--- src/rtl/sft_pkg.sv ---
package sft_pkg;

    localparam int COL_W = 11;
    localparam int ROW_W = 11;
    localparam int INT_W = 12;
    localparam int BRW_W = INT_W + 1;
    localparam int LEN_W = COL_W + 1;

    typedef enum logic [1:0] {
        PH_VTAIL  = 2'd0,
        PH_VROWS  = 2'd1,
        PH_ACTIVE = 2'd2
    } phase_t;

    typedef struct packed {
        logic [COL_W-1:0] width;
        logic [LEN_W-1:0] row_len;
        logic [ROW_W-1:0] height;
        logic [BRW_W-1:0] vrows;
    } geom_t;

    function automatic int eff_hblank(int w, int hb, int min_row, int min_hb);
        int r;
        r = hb;
        if (r < min_hb)      r = min_hb;
        if (r < min_row - w) r = min_row - w;
        return r;
    endfunction

    function automatic int blank_rows(int integ, int h, int vb);
        if (integ + 2 >= h + vb) return integ + 2 - h;
        return vb;
    endfunction

endpackage

--- src/rtl/sft_geom.sv ---
module sft_geom
    import sft_pkg::*;
#(
    parameter int MIN_ROW_CLKS = 660,
    parameter int MIN_HBLANK   = 43
) (
    input  logic             clk,
    input  logic             rst,
    input  logic             load,
    input  logic [COL_W-1:0] cfg_width,
    input  logic [COL_W-1:0] cfg_hblank,
    input  logic [ROW_W-1:0] cfg_height,
    input  logic [ROW_W-1:0] cfg_vblank,
    input  logic [INT_W-1:0] cfg_integ,
    output geom_t            geom
);

    geom_t nxt;

    always_comb begin
        int hb;
        hb = eff_hblank(int'(cfg_width), int'(cfg_hblank), MIN_ROW_CLKS, MIN_HBLANK);
        nxt.width   = cfg_width;
        nxt.row_len = LEN_W'(int'(cfg_width) + hb);
        nxt.height  = cfg_height;
        nxt.vrows   = BRW_W'(blank_rows(int'(cfg_integ), int'(cfg_height), int'(cfg_vblank)));
    end

    always_ff @(posedge clk) begin
        if (rst || load) geom <= nxt;
    end

    AST_ROW_FLOOR: assert property (@(posedge clk) disable iff (rst)
        geom.row_len >= LEN_W'(MIN_ROW_CLKS));

    AST_GEOM_HOLD: assert property (@(posedge clk) disable iff (rst)
        !load |=> $stable(geom));

endmodule

--- src/rtl/sft_seq.sv ---
module sft_seq
    import sft_pkg::*;
#(
    parameter int VBL_TAIL = 4
) (
    input  logic             clk,
    input  logic             rst,
    input  geom_t            geom,
    output logic             load,
    output logic             fv,
    output logic             lv,
    output logic             sof,
    output logic [LEN_W-1:0] col_cnt,
    output logic [ROW_W-1:0] row_cnt
);

    phase_t           ph;
    logic [LEN_W-1:0] col;
    logic [BRW_W-1:0] row;
    logic             last_col, last_tail, last_vrow, last_arow;

    assign last_col  = (col == geom.row_len - LEN_W'(1));
    assign last_tail = (col == LEN_W'(VBL_TAIL - 1));
    assign last_vrow = (row == geom.vrows - BRW_W'(1));
    assign last_arow = (row == BRW_W'(geom.height) - BRW_W'(1));
    assign load      = (ph == PH_ACTIVE) && last_col && last_arow;

    always_ff @(posedge clk) begin
        if (rst) begin
            ph  <= PH_VTAIL;
            col <= '0;
            row <= '0;
        end else begin
            case (ph)
                PH_VTAIL: begin
                    if (last_tail) begin
                        col <= '0;
                        row <= '0;
                        ph  <= (geom.vrows == '0) ? PH_ACTIVE : PH_VROWS;
                    end else begin
                        col <= col + LEN_W'(1);
                    end
                end
                PH_VROWS: begin
                    if (last_col) begin
                        col <= '0;
                        if (last_vrow) begin
                            row <= '0;
                            ph  <= PH_ACTIVE;
                        end else begin
                            row <= row + BRW_W'(1);
                        end
                    end else begin
                        col <= col + LEN_W'(1);
                    end
                end
                PH_ACTIVE: begin
                    if (last_col) begin
                        col <= '0;
                        if (last_arow) begin
                            row <= '0;
                            ph  <= PH_VTAIL;
                        end else begin
                            row <= row + BRW_W'(1);
                        end
                    end else begin
                        col <= col + LEN_W'(1);
                    end
                end
                default: begin
                    ph  <= PH_VTAIL;
                    col <= '0;
                    row <= '0;
                end
            endcase
        end
    end

    always_comb begin
        fv      = (ph == PH_ACTIVE);
        lv      = fv && (col < LEN_W'(geom.width));
        sof     = fv && (col == '0) && (row == '0);
        col_cnt = fv ? col : '0;
        row_cnt = fv ? row[ROW_W-1:0] : '0;
    end

    AST_SOF_AT_RISE: assert property (@(posedge clk) disable iff (rst)
        $rose(fv) |-> sof);

    AST_SOF_SINGLE: assert property (@(posedge clk) disable iff (rst)
        sof |=> !sof);

    AST_LV_IN_FV: assert property (@(posedge clk) disable iff (rst)
        lv |-> fv);

    AST_LV_FALL_COL: assert property (@(posedge clk) disable iff (rst)
        $fell(lv) |-> (fv && col_cnt == LEN_W'(geom.width)));

    AST_ROW_LIMIT: assert property (@(posedge clk) disable iff (rst)
        fv |-> (row_cnt < geom.height));

    AST_BLANK_QUIET: assert property (@(posedge clk) disable iff (rst)
        !fv |-> (!lv && !sof && col_cnt == '0 && row_cnt == '0));

endmodule

--- src/rtl/sensor_frame_timer.sv ---
module sensor_frame_timer
    import sft_pkg::*;
#(
    parameter int MIN_ROW_CLKS = 660,
    parameter int MIN_HBLANK   = 43,
    parameter int VBL_TAIL     = 4
) (
    input  logic             clk,
    input  logic             rst,
    input  logic [COL_W-1:0] cfg_width,
    input  logic [COL_W-1:0] cfg_hblank,
    input  logic [ROW_W-1:0] cfg_height,
    input  logic [ROW_W-1:0] cfg_vblank,
    input  logic [INT_W-1:0] cfg_integ,
    output logic             frame_valid,
    output logic             line_valid,
    output logic             sof,
    output logic [LEN_W-1:0] col_cnt,
    output logic [ROW_W-1:0] row_cnt
);

    geom_t geom;
    logic  load;

    sft_geom #(
        .MIN_ROW_CLKS(MIN_ROW_CLKS),
        .MIN_HBLANK  (MIN_HBLANK)
    ) u_geom (
        .clk       (clk),
        .rst       (rst),
        .load      (load),
        .cfg_width (cfg_width),
        .cfg_hblank(cfg_hblank),
        .cfg_height(cfg_height),
        .cfg_vblank(cfg_vblank),
        .cfg_integ (cfg_integ),
        .geom      (geom)
    );

    sft_seq #(
        .VBL_TAIL(VBL_TAIL)
    ) u_seq (
        .clk    (clk),
        .rst    (rst),
        .geom   (geom),
        .load   (load),
        .fv     (frame_valid),
        .lv     (line_valid),
        .sof    (sof),
        .col_cnt(col_cnt),
        .row_cnt(row_cnt)
    );

    AST_LOAD_AT_FV_END: assert property (@(posedge clk) disable iff (rst)
        load |=> !frame_valid);

endmodule

--- config.mk ---
export PLATFORM = sky130hd
export DESIGN_NAME = sensor_frame_timer
export DESIGN_NICKNAME = d
export VERILOG_FILES = /design/src/rtl/sft_pkg.sv /design/src/rtl/sft_geom.sv /design/src/rtl/sft_seq.sv /design/src/rtl/sensor_frame_timer.sv
export SDC_FILE = /design/constraint.sdc
export NUM_CORES = 1
export LEC_CHECK = 0
export ABC_AREA = 1
export CORE_MARGIN = 3
export CORE_UTILIZATION = 30
export CTS_CLUSTER_DIAMETER = 60
export CTS_CLUSTER_SIZE = 30
export DETAILED_ROUTE_END_ITERATION = 8
export PLACE_DENSITY = 0.51
export SLEW_MARGIN = 20
export SYNTH_ARGS = -nofsm -noshare
export SYNTH_HDL_FRONTEND = slang
export SYNTH_HIERARCHICAL = 1
export SYNTH_SLANG_ARGS = --single-unit
--- constraint.sdc ---
create_clock -name clk -period 9.42 [get_ports clk]
set_clock_uncertainty 0.15 [all_clocks]
set_input_delay 2.355 -clock clk [delete_from_list [all_inputs] [get_ports clk]]
set_output_delay 2.355 -clock clk [all_outputs]
set_load 0.02 [all_outputs]
---- Word level (Yosys, flattened, before mapping) ----
Cells that the tools add are included.
storage, ports and cells
  flip-flop bits (word level) ............. 74
  word-level logic and storage cells ...... 70
operators by class
  add/subtract/negate cells ............... 10
  $lt $le $gt $ge ......................... 4
  equality and inequality tests ........... 11
  mux-type cells .......................... 23
  reduce and logical (&&, ||, !) cells .... 14
operators with widths
  kind                                                  number
  2-to-1 mux 13 bit                                     5
  2-to-1 mux 12 bit                                     4
  2-to-1 mux 11 bit                                     4
  one-hot mux 13 bit (3 select lines)                   1
  greater-or-equal comparator 32 bit                    1
  equality test 13 bit                                  2
  zero test 13 bit                                      2
  one-hot mux 12 bit (2 select lines)                   1
  adder 12 x 2 -> 13 bit, second input constant         1
  adder 13 x 1 -> 13 bit, second input constant         1
  subtractor 13 x 1 -> 13 bit, second input constant    1
  subtractor 13 x 11 -> 13 bit                          1
  adder 11 x 11 -> 12 bit                               1
  adder 12 x 1 -> 12 bit, second input constant         1
  adder 12 bit                                          1
  equality test 12 bit                                  1
  equality test 12 x 2 -> 1 bit, second input constant  1
  zero test 12 bit                                      1
  < comparator 12 x 11 -> 1 bit                         1
  < comparator 12 bit                                   1
  2-to-1 mux 2 bit                                      6
  subtractor 10 x 11 -> 12 bit, first input constant    1
  subtractor 11 x 1 -> 12 bit, second input constant    1
  subtractor 12 x 1 -> 12 bit, second input constant    1
  13 further kinds                                      21

---- Logic depth before layout (Yosys ltp) ----
Gate-level depths: netlist of run 1.
  depth in word-level cells ............... 5
  depth in mapped cells ................... 29

---- Modules after synthesis ----
Netlist of run 1, hierarchy kept.
modules (own cells, without submodules)
  module    times used  cells each  area an instance (um2)  sequential area each (um2)
  sft_geom  1           549         4,431.8                 1,411.4
  sft_seq   1           645         3,569.7                 540.5

---- Worst setup path after synthesis of run 1 ----
OpenSTA, ideal clock, no wires.
  path kind ............................... input-to-reg
  start point ............................. input cfg_width[1]
  end point ............................... register u_geom/geom[32] (netlist name)
  library setup time ...................... 0.260 ns
  data arrival time ....................... 5.641 ns
  slack ................................... 3.369 ns
  cell stages on the path ................. 29
  path buffers ............................ 1
  cell sequence ........................... inv_1 > ha_1 > inv_1 > nand2_1 > nand2_1 > nand2_1 > nand2_1 > nand2_1 > nand2_1 > nand2_1 > xor2_1 > ha_1 > and3_1 > nand3_1 > nor2_1 > nand2_1 > nand3_1 > ha_1 > clkbuf_1 > o21ai_0 > o21ai_0 > ha_1 > inv_1 > fa_1 > inv_1 > a21oi_1 > nor2_1 > nor2_1 > xor2_1
RTL lines
  element      RTL line                  source
  from (decl)  sensor_frame_timer.sv:10  input logic [COL_W-1:0] cfg_width,

==> results of run 1 <==
## through the flow
step | worst slack (ns) | hold slack, ns | util, % | instance area [sq um]
4_1_cts | 2.54 | 0.369 | 36.1 | 9430
3_5_place_dp | 2.17 | 0.356 | 34.8 | 9110
5_1_grt | 2.07 | 0.391 | 36.1 | 9430
2_1_floorplan | 3.37 | 0.302 | - | 8000
6_report | 2.53 | 0.366 | 36.1 | 9430
3_3_place_gp | 2.26 | 0.363 | 34.8 | 9110
## cells in the mapped netlist, types with 3 or more instances
| library cell | number | share of area, % |
|---|---|---|
| o21ai_2 | 11 | 1.2 |
| clkbuf_1 | 9 | 0.42 |
| nand2_2 | 17 | 1.3 |
| nand4_1 | 19 | 1.5 |
| edfxtp_1 | 47 | 18 |
| inv_1 | 187 | 8.8 |
| buf_6 | 5 | 0.70 |
| nor4_1 | 6 | 0.47 |
| inv_2 | 5 | 0.23 |
| buf_2 | 10 | 0.63 |
| o21ai_1 | 3 | 0.19 |
| o21bai_1 | 4 | 0.38 |
| nor2_4 | 6 | 0.84 |
| o21ai_0 | 43 | 2.7 |
| fa_1 | 3 | 0.75 |
| nor2_2 | 7 | 0.55 |
| ha_1 | 77 | 12 |
| dfxtp_1 | 27 | 6.8 |
| xnor2_1 | 31 | 3.4 |
| nor2_1 | 140 | 6.6 |
| nor3_1 | 14 | 0.88 |
| or2_2 | 4 | 0.31 |
| nand2_1 | 288 | 14 |
| nand3_1 | 91 | 5.7 |
| a21oi_1 | 64 | 4.0 |
| nand3_2 | 3 | 0.38 |
| xor2_1 | 42 | 4.6 |
| nand3b_1 | 3 | 0.28 |
## area by class of cell
class	instances	area, sq um	share of cell area [%]
timing repair buffer	84	838	8.89
clock buffer	10	229	2.43
sequential	74	1950	20.7
tap	335	419	4.45
multi-input combinational	901	5170	54.9
clock inverter	6	90.1	0.956
inverter	193	724	7.68
## where the power goes
part           switching [mW]  internal [mW]  total [mW]
clock network           0.139          0.233       0.372
registers              0.0463          0.401       0.448
logic                   0.356          0.222       0.578
## metal layers
metal,global-route usage [%],vias to the layer above
met5,0,-
met4,4.16,0
met3,1.86,22
met2,22.8,97
met1,21.0,3179
li1,-,3995
## logic make-up (layout without fill, tap and decap cells)
group                      count (synthesis)  in the layout  synth area share [%]
and+or+nand+nor                          606            606                  33.3
buffers and inverters                    219            293                  11.0
AOI/OAI and AO/OA                        141            141                  10.4
adders and majority gates                 80             80                  12.8
xor gates and xnor gates                  74             74                  8.19
DFF                                       74             74                  24.4
## flip-flops by register name, summed over array words and instances (netlist names)
name	count
u_seq/row	13
u_seq/col	12
u_seq/ph	2
u_geom/geom	47
## critical path, stage by stage
cell and delay, ns:
clkdlybuf4s50_1 0.58, inv_1 0.08, ha_1 0.23, inv_1 0.06, nand2_1 0.04, nand2_1 0.09
nand2_1 0.07, nand2_1 0.13, nand2_1 0.07, nand2_1 0.08, nand2_1 0.06, xor2_1 0.19
ha_1 0.27, inv_1 0.07, nor2_1 0.05, o21ai_0 0.16, nand3_1 0.10, ha_1 0.65
o21ai_0 0.20, ha_1 0.36, a21oi_1 0.19, o21ai_1 0.13, a21oi_1 0.32, o31ai_1 0.13
xor2_1 0.15
## worst paths after layout
check | endpoint | startpoint | slack (ns) | depth (start not counted)
setup / recovery | u_geom/geom[35] | cfg_width[0] | 2.53 | 25
hold / removal | u_seq/col[0] | u_seq/col[0] | 0.37 | 1
hold reg to reg | u_seq/col[0] | u_seq/col[0] | 0.37 | 1
setup reg to reg | u_geom/geom[19] | u_geom/geom[13] | 6.12 | 11
==> results summary, run 1 <==
The clock tree from TritonCTS is built. The mapped netlist covers 8000 sq um. The number of pins exceeding their max-slew limit in the final report came out at 0. From left edge to right edge, the die measures 169 microns. Among all flip-flop cells after synthesis, the most frequent one is edfxtp_1.

The HPWL after detailed placement came out at 17,200 microns. The area growth from synthesis to layout came out at 17.8%. The sequential-to-total area share from yosys stat came out at 24.4%. The hold violation total from the final report came out at 0.

The yosys synthesis warning count came out at 6. The worst setup path is of the primary input to flop kind. The floorplan die area came out at 28,700 sq um. In the layout the commonest cells are nand2_1, inv_1, nor2_1. Synthesis produced a netlist with a net count of 1,332.

The worst hold path belongs to the class flop to flop. The flow ran to the end, and the final reports show no timing, DRC or antenna violations. The detailed router's first-iteration violation count came out at 294. The routed design uses 8890 microns of met2 wire. Setup repair after global routing left no endpoint under its margin. The core area is 26,100 sq um.

The library cell used most frequently in the layout, excluding fill and tap cells, is nand2_1. The share of post-route cells with drive strength above 1 came out at 6.23%. The worst relative slew slack is 37.9%. After floorplanning, the core was divided into 59 placement rows. Detailed routing inserted a total of 7,293 vias. The post-CTS clock slew at the launch and capture registers of the worst setup and hold paths is 0.06 ns. The residual DRC count is 0. The total congestion overflow after global routing is 0.

Entering global routing, the biggest net connects 48 pins. The number of global-route vias before repair is 6,959. The smallest clock period supported by the final layout is computed as 6.89 ns. The final clock period utilization by the worst path is 73.2%. The number of sinks handled by clock tree synthesis came out at 74. The final net count is 1,401. Once detail routing completed, the nets flagged for antenna violations numbered 0. IR analysis of the VDD net gives a maximum drop of 0.0879 mV. The clock root buffer master is clkbuf_16.

The antenna diode instance count is 0. The number of gates resized after cts came out at 0. The number of max-capacitance violations reported is 0. Summed over all nets, wire length on met3 after detailed routing comes to 495 microns. The peak clock frequency supported by timing is 145 MHz. The congestion estimate from routability-driven global placement came to 0.875.

The average wire per cell in the routed design is 12.8 microns. The number of distinct standard cells referenced by the synthesized netlist is 51. The height of the die came out at 169 microns. The total negative setup slack is 0 ns. The number of enable-type register cells in the synthesized netlist is 47. The highest net fanout along the worst path came out at 22. For the worst setup path, the data arrival time is 6.83 ns. During I/O placement, the number of pins put on the boundary was 84. Input and output buffers added on the ports amount to 83. The register bit count reported by yosys came out at 74. The initial antenna violation count is 0.

The reported leakage power came out at 4.40 nW. After detailed routing, no signal wire sits above met4. The total detailed-routing wirelength is 20,500 microns. The longest clock path from root to sink contains 2 buffers.

After detailed routing, the wire length on met1 is 10,800 microns. The count of cells in the finished layout, fillers not included, comes to 1,603. A synthesized cell averages 6.70 sq um.

Synthesis handed over a netlist of 1,194 instances. The fraction of synthesis flops using an asynchronous set or reset pin is 0%. The number of fill cells in the layout is 2,890. The post-layout total power is 1.40 mW. The worst-margin pin slew is 0.926 ns. The first-pass GRT wire length is 34,300 microns.

The worst setup path is launched from a primary input. The insertion delay to the later sink of the worst-skew pair came out at 0.35 ns. The CTS buffer count is 9.

For this configuration, the core starts out at a cell density of 30.6%. The average vias per placed instance came out at 4.55. The first detailed-routing pass ran for 4 iterations. In this run the post-CTS setup repair buffer count came out at 0. STA classifies the critical path endpoint as a flop. The power per cell area came out at 148 nW/um^2. The global-route usage over all layers came out at 14.6%. The level count of the clock H-tree came out at 3. Setup violations remaining at the end of the flow were counted as 0. The data required time of the worst path came out at 9.36 ns. The number of cells after detailed placement came out at 1,587.

The number of buffers inserted by hold repair at cts is 0.
Power figures use the tool's default switching activity.
==> run 2: changes to the inputs <==
clock period = 6.6 ns   (was 9.42 ns; I/O delays follow)
==> results summary, run 2 (same netlist as run 1, synthesis figures left out) <==
In this run the remaining antenna-violating nets after routing total 0. The number of global-route vias before repair came out at 6,822. The combinational share of power is 43.3%.

Clock tree synthesis selected as its root buffer the cell clkbuf_16. The critical path in this run is classified as primary input to flop. The worst-margin pin slew came out at 0.840 ns. The horizontal die dimension is 169 microns. For this run, design rule violations remaining after detail routing come to 0.

The register with the most flip-flops in the final layout is u_geom/geom. STA classifies the critical path endpoint as a flop. The level count of the clock H-tree is 3. The total congestion overflow after global routing is 0.

In this run the core area contains 59 standard-cell rows. The count of input and output buffers is 83. The class of the most critical hold timing path is flop to flop. The internal power of the cells is 1.15 mW. In this run the power density over the cells is 203 nW/um^2.

The repair_antennas step left the layout with diodes totalling 0. After detailed routing, the total wire length is 20,300 microns. The first-pass GRT wire length came out at 33,800 microns. The final net count is 1,408. The number of buffers inserted by hold repair at cts came out at 0. The number of pins exceeding their max-slew limit in the final report was 0.

The average wire per cell in the routed design is 12.6 microns. The share of total power in sequential cells is 33.5%. The most common library cell in the layout ignoring fill and taps is nand2_1. The share of post-route cells with drive strength above 1 is 6.91%.

The run finished with clean final reports. In the finished design, the share of the clock period the worst path needs comes to 89.7%. The HPWL after detailed placement came out at 17,100 microns. The post-layout total power came out at 1.91 mW. For the worst setup path, the data required time is 6.52 ns.

In this run, the clock network consumes 23.2% of the power. The I/O pin total is 84. TritonCTS built the clock tree.

For this block, the via count after detailed routing is 7,285. The maximum clock insertion buffer count is 2. The register with the most flip-flops in the layout has 47 of them. The number of cells after detailed placement is 1,594.

The detailed router's first-iteration violation count came out at 359. The arrival time of the worst setup path came out at 5.85 ns. Fill cells in the final layout number 2,863. The core region is 26,100 sq um. The net switching power of the design came out at 0.765 mW. The CTS buffer count is 9. The highest net fanout along the worst path came out at 22. Setup repair after global routing left no endpoint under its margin. The final cell count without fillers came out at 1,609. The number of detailed-route iterations in the first pass is 5.

The final setup violation count is 0. The post-route minimum period came out at 5.92 ns. The total negative setup slack is 0 ns. The height of the die came out at 169 microns.

In this run switching power makes up 40.0% of total power. The number of setup buffers added after CTS is 0. The worst setup path is launched from a primary input. For this design the static power due to leakage is 4.41 nW. The largest registers in the layout are u_geom/geom: 47 flops, u_seq/row: 13 flops, u_seq/col: 12 flops. Across the run, the number of max-cap violations was 0. At the later pin of the worst-skew pair, clock insertion delay measures 0.33 ns. The top cell types in the final layout, fill and taps aside, are nand2_1, inv_1, nor2_1. For this configuration, the core starts out at a cell density of 30.6%.

The initial antenna violation count is 0. The final weighted congestion of routability-driven global placement is 0.892. The floorplan die area is 28,700 sq um. The setup slack of the critical path after layout is 0.677 ns. The pin count of the biggest net entering global routing is 48.

The hold violation total from the final report is 0. The number of sinks handled by clock tree synthesis came out at 74. The maximum ir drop on the vdd rail is 0.124 mV. The area growth from synthesis to layout came out at 17.9%. Derived from the worst setup path, the maximum achievable clock frequency is 169 MHz.

The average vias per placed instance is 4.53. The number of gates resized after cts is 0. The worst relative slew slack came out at 43.7%. The worst slack after detailed placement came out at 0.143 ns. Clock-pin slew was measured on the worst setup and hold paths at 0.06 ns. Global routing consumed, over all layers together, 14.3% of the routing resources.
## run 2: layer usage
layer  up-vias  GRT usage, %  part of all wire (%)
met5         -             0                     0
met3        20          1.49                   3.1
met1      3154          21.0                    53
met2       123          22.1                    42
met4         0          4.48                   1.8
li1       3988             -                     -
## run 2: per-stage QoR
step	utilization [%]	hold slack (ns)	cell area (sq um)
after floorplan	-	0.302	8000
after global placement	35.0	0.362	9160
after detailed placement	35.0	0.359	9160
after CTS	36.1	0.373	9430
after global routing	36.1	0.391	9430
final	36.1	0.368	9430
## run 2: worst max-delay path, stage by stage
cell	delay [ns]
clkdlybuf4s50_1	0.48
inv_1	0.08
ha_1	0.21
inv_1	0.06
nand2_1	0.05
nand2_1	0.10
nand2_1	0.07
nand2_1	0.12
nand2_1	0.07
nand2_1	0.07
nand2_1	0.06
xor2_1	0.19
ha_1	0.27
and3_1	0.14
nand3_1	0.07
nor2_1	0.05
nand2_1	0.05
nand3_1	0.08
ha_2	0.54
o21ai_0	0.18
ha_1	0.35
a21oi_1	0.19
o21ai_1	0.12
a21oi_1	0.30
o31ai_1	0.12
xor2_1	0.15
## run 2: cell type report
type / count / area [sq um] / area share [%]
multi-input combinational: 901 / 5180 / 54.9
sequential: 74 / 1950 / 20.7
timing repair buffer: 91 / 891 / 9.44
inverter: 193 / 724 / 7.68
tap: 335 / 419 / 4.44
clock buffer: 9 / 225 / 2.39
clock inverter: 6 / 45.0 / 0.477
## run 2: worst paths after layout
path / slack [ns] / cells past startpoint / end / start
worst max-delay path: 0.68 / 26 / u_geom/geom[35] / cfg_width[1]
worst min-delay path: 0.37 / 1 / u_seq/col[0] / u_seq/col[0]
worst max register to register: 3.20 / 11 / u_geom/geom[15] / u_geom/geom[13]
worst min register to register: 0.37 / 1 / u_seq/col[0] / u_seq/col[0]
## run 2: power by group through the flow
stage	Combinational [mW]	Sequential, mW	Clock (mW)
2_1_floorplan	0.642	0.626	0
3_3_place_gp	0.828	0.652	0
3_5_place_dp	0.831	0.652	0
4_1_cts	0.834	0.641	0.461
5_1_grt	0.953	0.650	0.477
6_report	0.828	0.641	0.443
==> run 3: changes to the inputs <==
CAP_MARGIN = 30   (was not set)
CORE_MARGIN = not set   (was 3)
clock period = 6.7 ns   (was 6.6 ns; I/O delays follow)
==> results summary, run 3 (same netlist as run 1, synthesis figures left out) <==
The checks that failed: DRC. TritonCTS created 9 clock buffers. The global-route usage over all layers came out at 15.4%. The detailed router put a total of 10,600 microns of wire on met1. The wire-length estimate of the detail-placed layout is 16,800 microns. The final setup violation count came out at 0.

Dividing the final minimum period by the clock period gives 90.6%. The worst flop-to-flop path startpoint is u_geom/geom[13]. The number of nets with antenna violations after routing is 0. The tree built by TritonCTS fans out to 74 sinks. The most critical setup path has its startpoint at cfg_width[1]. Measured along the x axis, the die boundary spans 165 microns.

The maximum clock insertion buffer count came out at 2. The detailed router's first-iteration violation count is 394. In this run the cell area measured after placement is 9160 sq um. The first global-routing pass estimated 33,500 microns of wire. The hold violation total from the final report came to 0. The share of post-route cells with drive strength above 1 came out at 6.68%.

The data required time of the worst path is 6.63 ns. The arrival time of the worst setup path came out at 6.00 ns. After layout, the design draws a total of 1.94 mW. The clock tree synthesis step divided the H-tree into 3 levels. The antenna diode instance count is 0. The worst hold path begins at u_seq/col[0]. The worst setup path is of the primary input to flop kind.

The area of all placed cells without fillers is 9460 sq um. The path class of the tightest hold or removal check is flop to flop. Port buffering added 83 buffers. The power per cell area is 205 nW/um^2. The height of the die came out at 165 microns. The worst relative slew slack is 60.9%.

The pin count of the biggest net entering global routing came out at 32. The number of max-capacitance violations reported is 0. The largest registers in the layout are u_geom/geom: 47 flops, u_seq/row: 13 flops, u_seq/col: 12 flops. For the finished layout, the period the worst path requires is 6.07 ns. Across all layers, the routed design uses 7,330 vias. The maximum ir drop on the vdd rail is 0.113 mV. STA classifies the critical path endpoint as a flop.

In the layout the commonest cells are nand2_1, inv_1, nor2_1. TritonCTS built the clock tree. The total detailed-routing wirelength is 20,200 microns. The insertion delay to the later sink of the worst-skew pair is 0.34 ns.

Setup repair after global routing left no endpoint under its margin. The number of post-CTS setup repair buffers is 0. The standard-cell row count came out at 59. Wire segments on met2 add up to 8720 microns in the final route. The post-CTS clock slew at the launch and capture registers of the worst setup and hold paths came out at 0.06 ns.

The worst setup path is launched from a primary input. The first TritonRoute pass finished after 7 iterations. The reported leakage power is 4.41 nW. The die covers 27,300 sq um. In the final routed layout, each cell accounts on average for 12.6 microns. The average vias per placed instance came out at 4.56. The I/O pin total came out at 84. Summed over all layers, the global routing overflow is 0. The initial core utilization is 30.6%.

The initial antenna violation count came out at 0. The register containing the most flip-flops in the final layout is u_geom/geom. The clock root buffer master is clkbuf_16. The highest net fanout along the worst path is 13. The final net count is 1,406. The highest metal layer carrying signal wires in the routed design is met4. Leaving out fill and tap cells, the most frequent cell in the layout is nand2_1. After floorplanning, the core was sized to cover 26,100 sq um. For this run, the top clock speed supported by timing is 165 MHz. Wire segments on met3 add up to 546 microns in the final route. The area growth from synthesis to layout is 18.2%. The layout has 2,845 filler cells. The congestion estimate from routability-driven global placement came to 0.864. The share of the core filled with cells in the final layout came out at 36.2%. The number of global-route vias before repair is 6,772. Post-CTS repair changed the size of 0 cells. The flip-flop count of the largest register, all copies and words added is 47. The worst-case hold slack came out at 0.367 ns. The area occupied by multi-input gates is 5170 sq um. The number of pins exceeding their max-slew limit in the final report came to 0.

The residual DRC count is 6. The worst-margin pin slew is 0.584 ns. The total negative setup slack is 0 ns. Registers take 1950 sq um. The number of buffers inserted by hold repair at cts is 0.

The flow ran to the end, but the final reports show violations.
==> run 3: through the flow <==
| step | std cells | setup slack, ns |
|---|---|---|
| 5_1_grt | 1608 | 0.119 |
| 6_report | 1608 | 0.632 |
| 4_1_cts | 1608 | 0.624 |
| 2_1_floorplan | 1194 | 1.33 |
| 3_5_place_dp | 1592 | 0.275 |
| 3_3_place_gp | 1591 | 0.379 |
==> run 3: where the power goes <==
group	internal [mW]	total, mW	leakage, nW	switching [mW]
registers	0.564	0.627	0.678	0.0635
logic	0.316	0.815	3.59	0.500
clock network	0.292	0.499	0.144	0.207
==> run 3: worst paths after layout <==
kind,to,slack (ns),cells after the start
hold / removal,u_seq/col[0],0.37,1
setup reg to reg,u_geom/geom[19],3.40,12
hold reg to reg,u_seq/col[0],0.37,1
setup / recovery,u_geom/geom[35],0.63,26
==> run 3: critical path, stage by stage <==
cell and delay, ns:
clkdlybuf4s50_1 0.56, inv_1 0.11, ha_1 0.22, inv_1 0.06, nand2_1 0.05, nand2_1 0.09
nand2_1 0.07, nand2_1 0.13, nand2_1 0.07, nand2_1 0.07, nand2_1 0.06, xor2_1 0.20
ha_1 0.28, inv_1 0.08, nor2_1 0.05, o21ai_0 0.17, nand3_1 0.11, ha_1 0.50
buf_4 0.22, o21ai_0 0.10, ha_1 0.34, a21oi_1 0.14, o21ai_0 0.09, a21oi_1 0.28
o31ai_1 0.12, xor2_1 0.15
==> run 3: routing by layer <==
metal,track usage (%),vias up
li1,-,3970
met1,22.4,3225
met2,24.0,118
met3,1.40,17
met4,3.97,0
met5,0,-
==> run 3: cell type report <==
class                           instances  share of cell area (%)
Inverter                              193                    7.66
Clock inverter                          7                   0.807
Sequential cell                        74                    20.6
Multi-Input combinational cell        901                    54.7
Tap cell                              335                    4.43
Clock buffer                            9                    2.38
Timing Repair Buffer                   89                    9.39
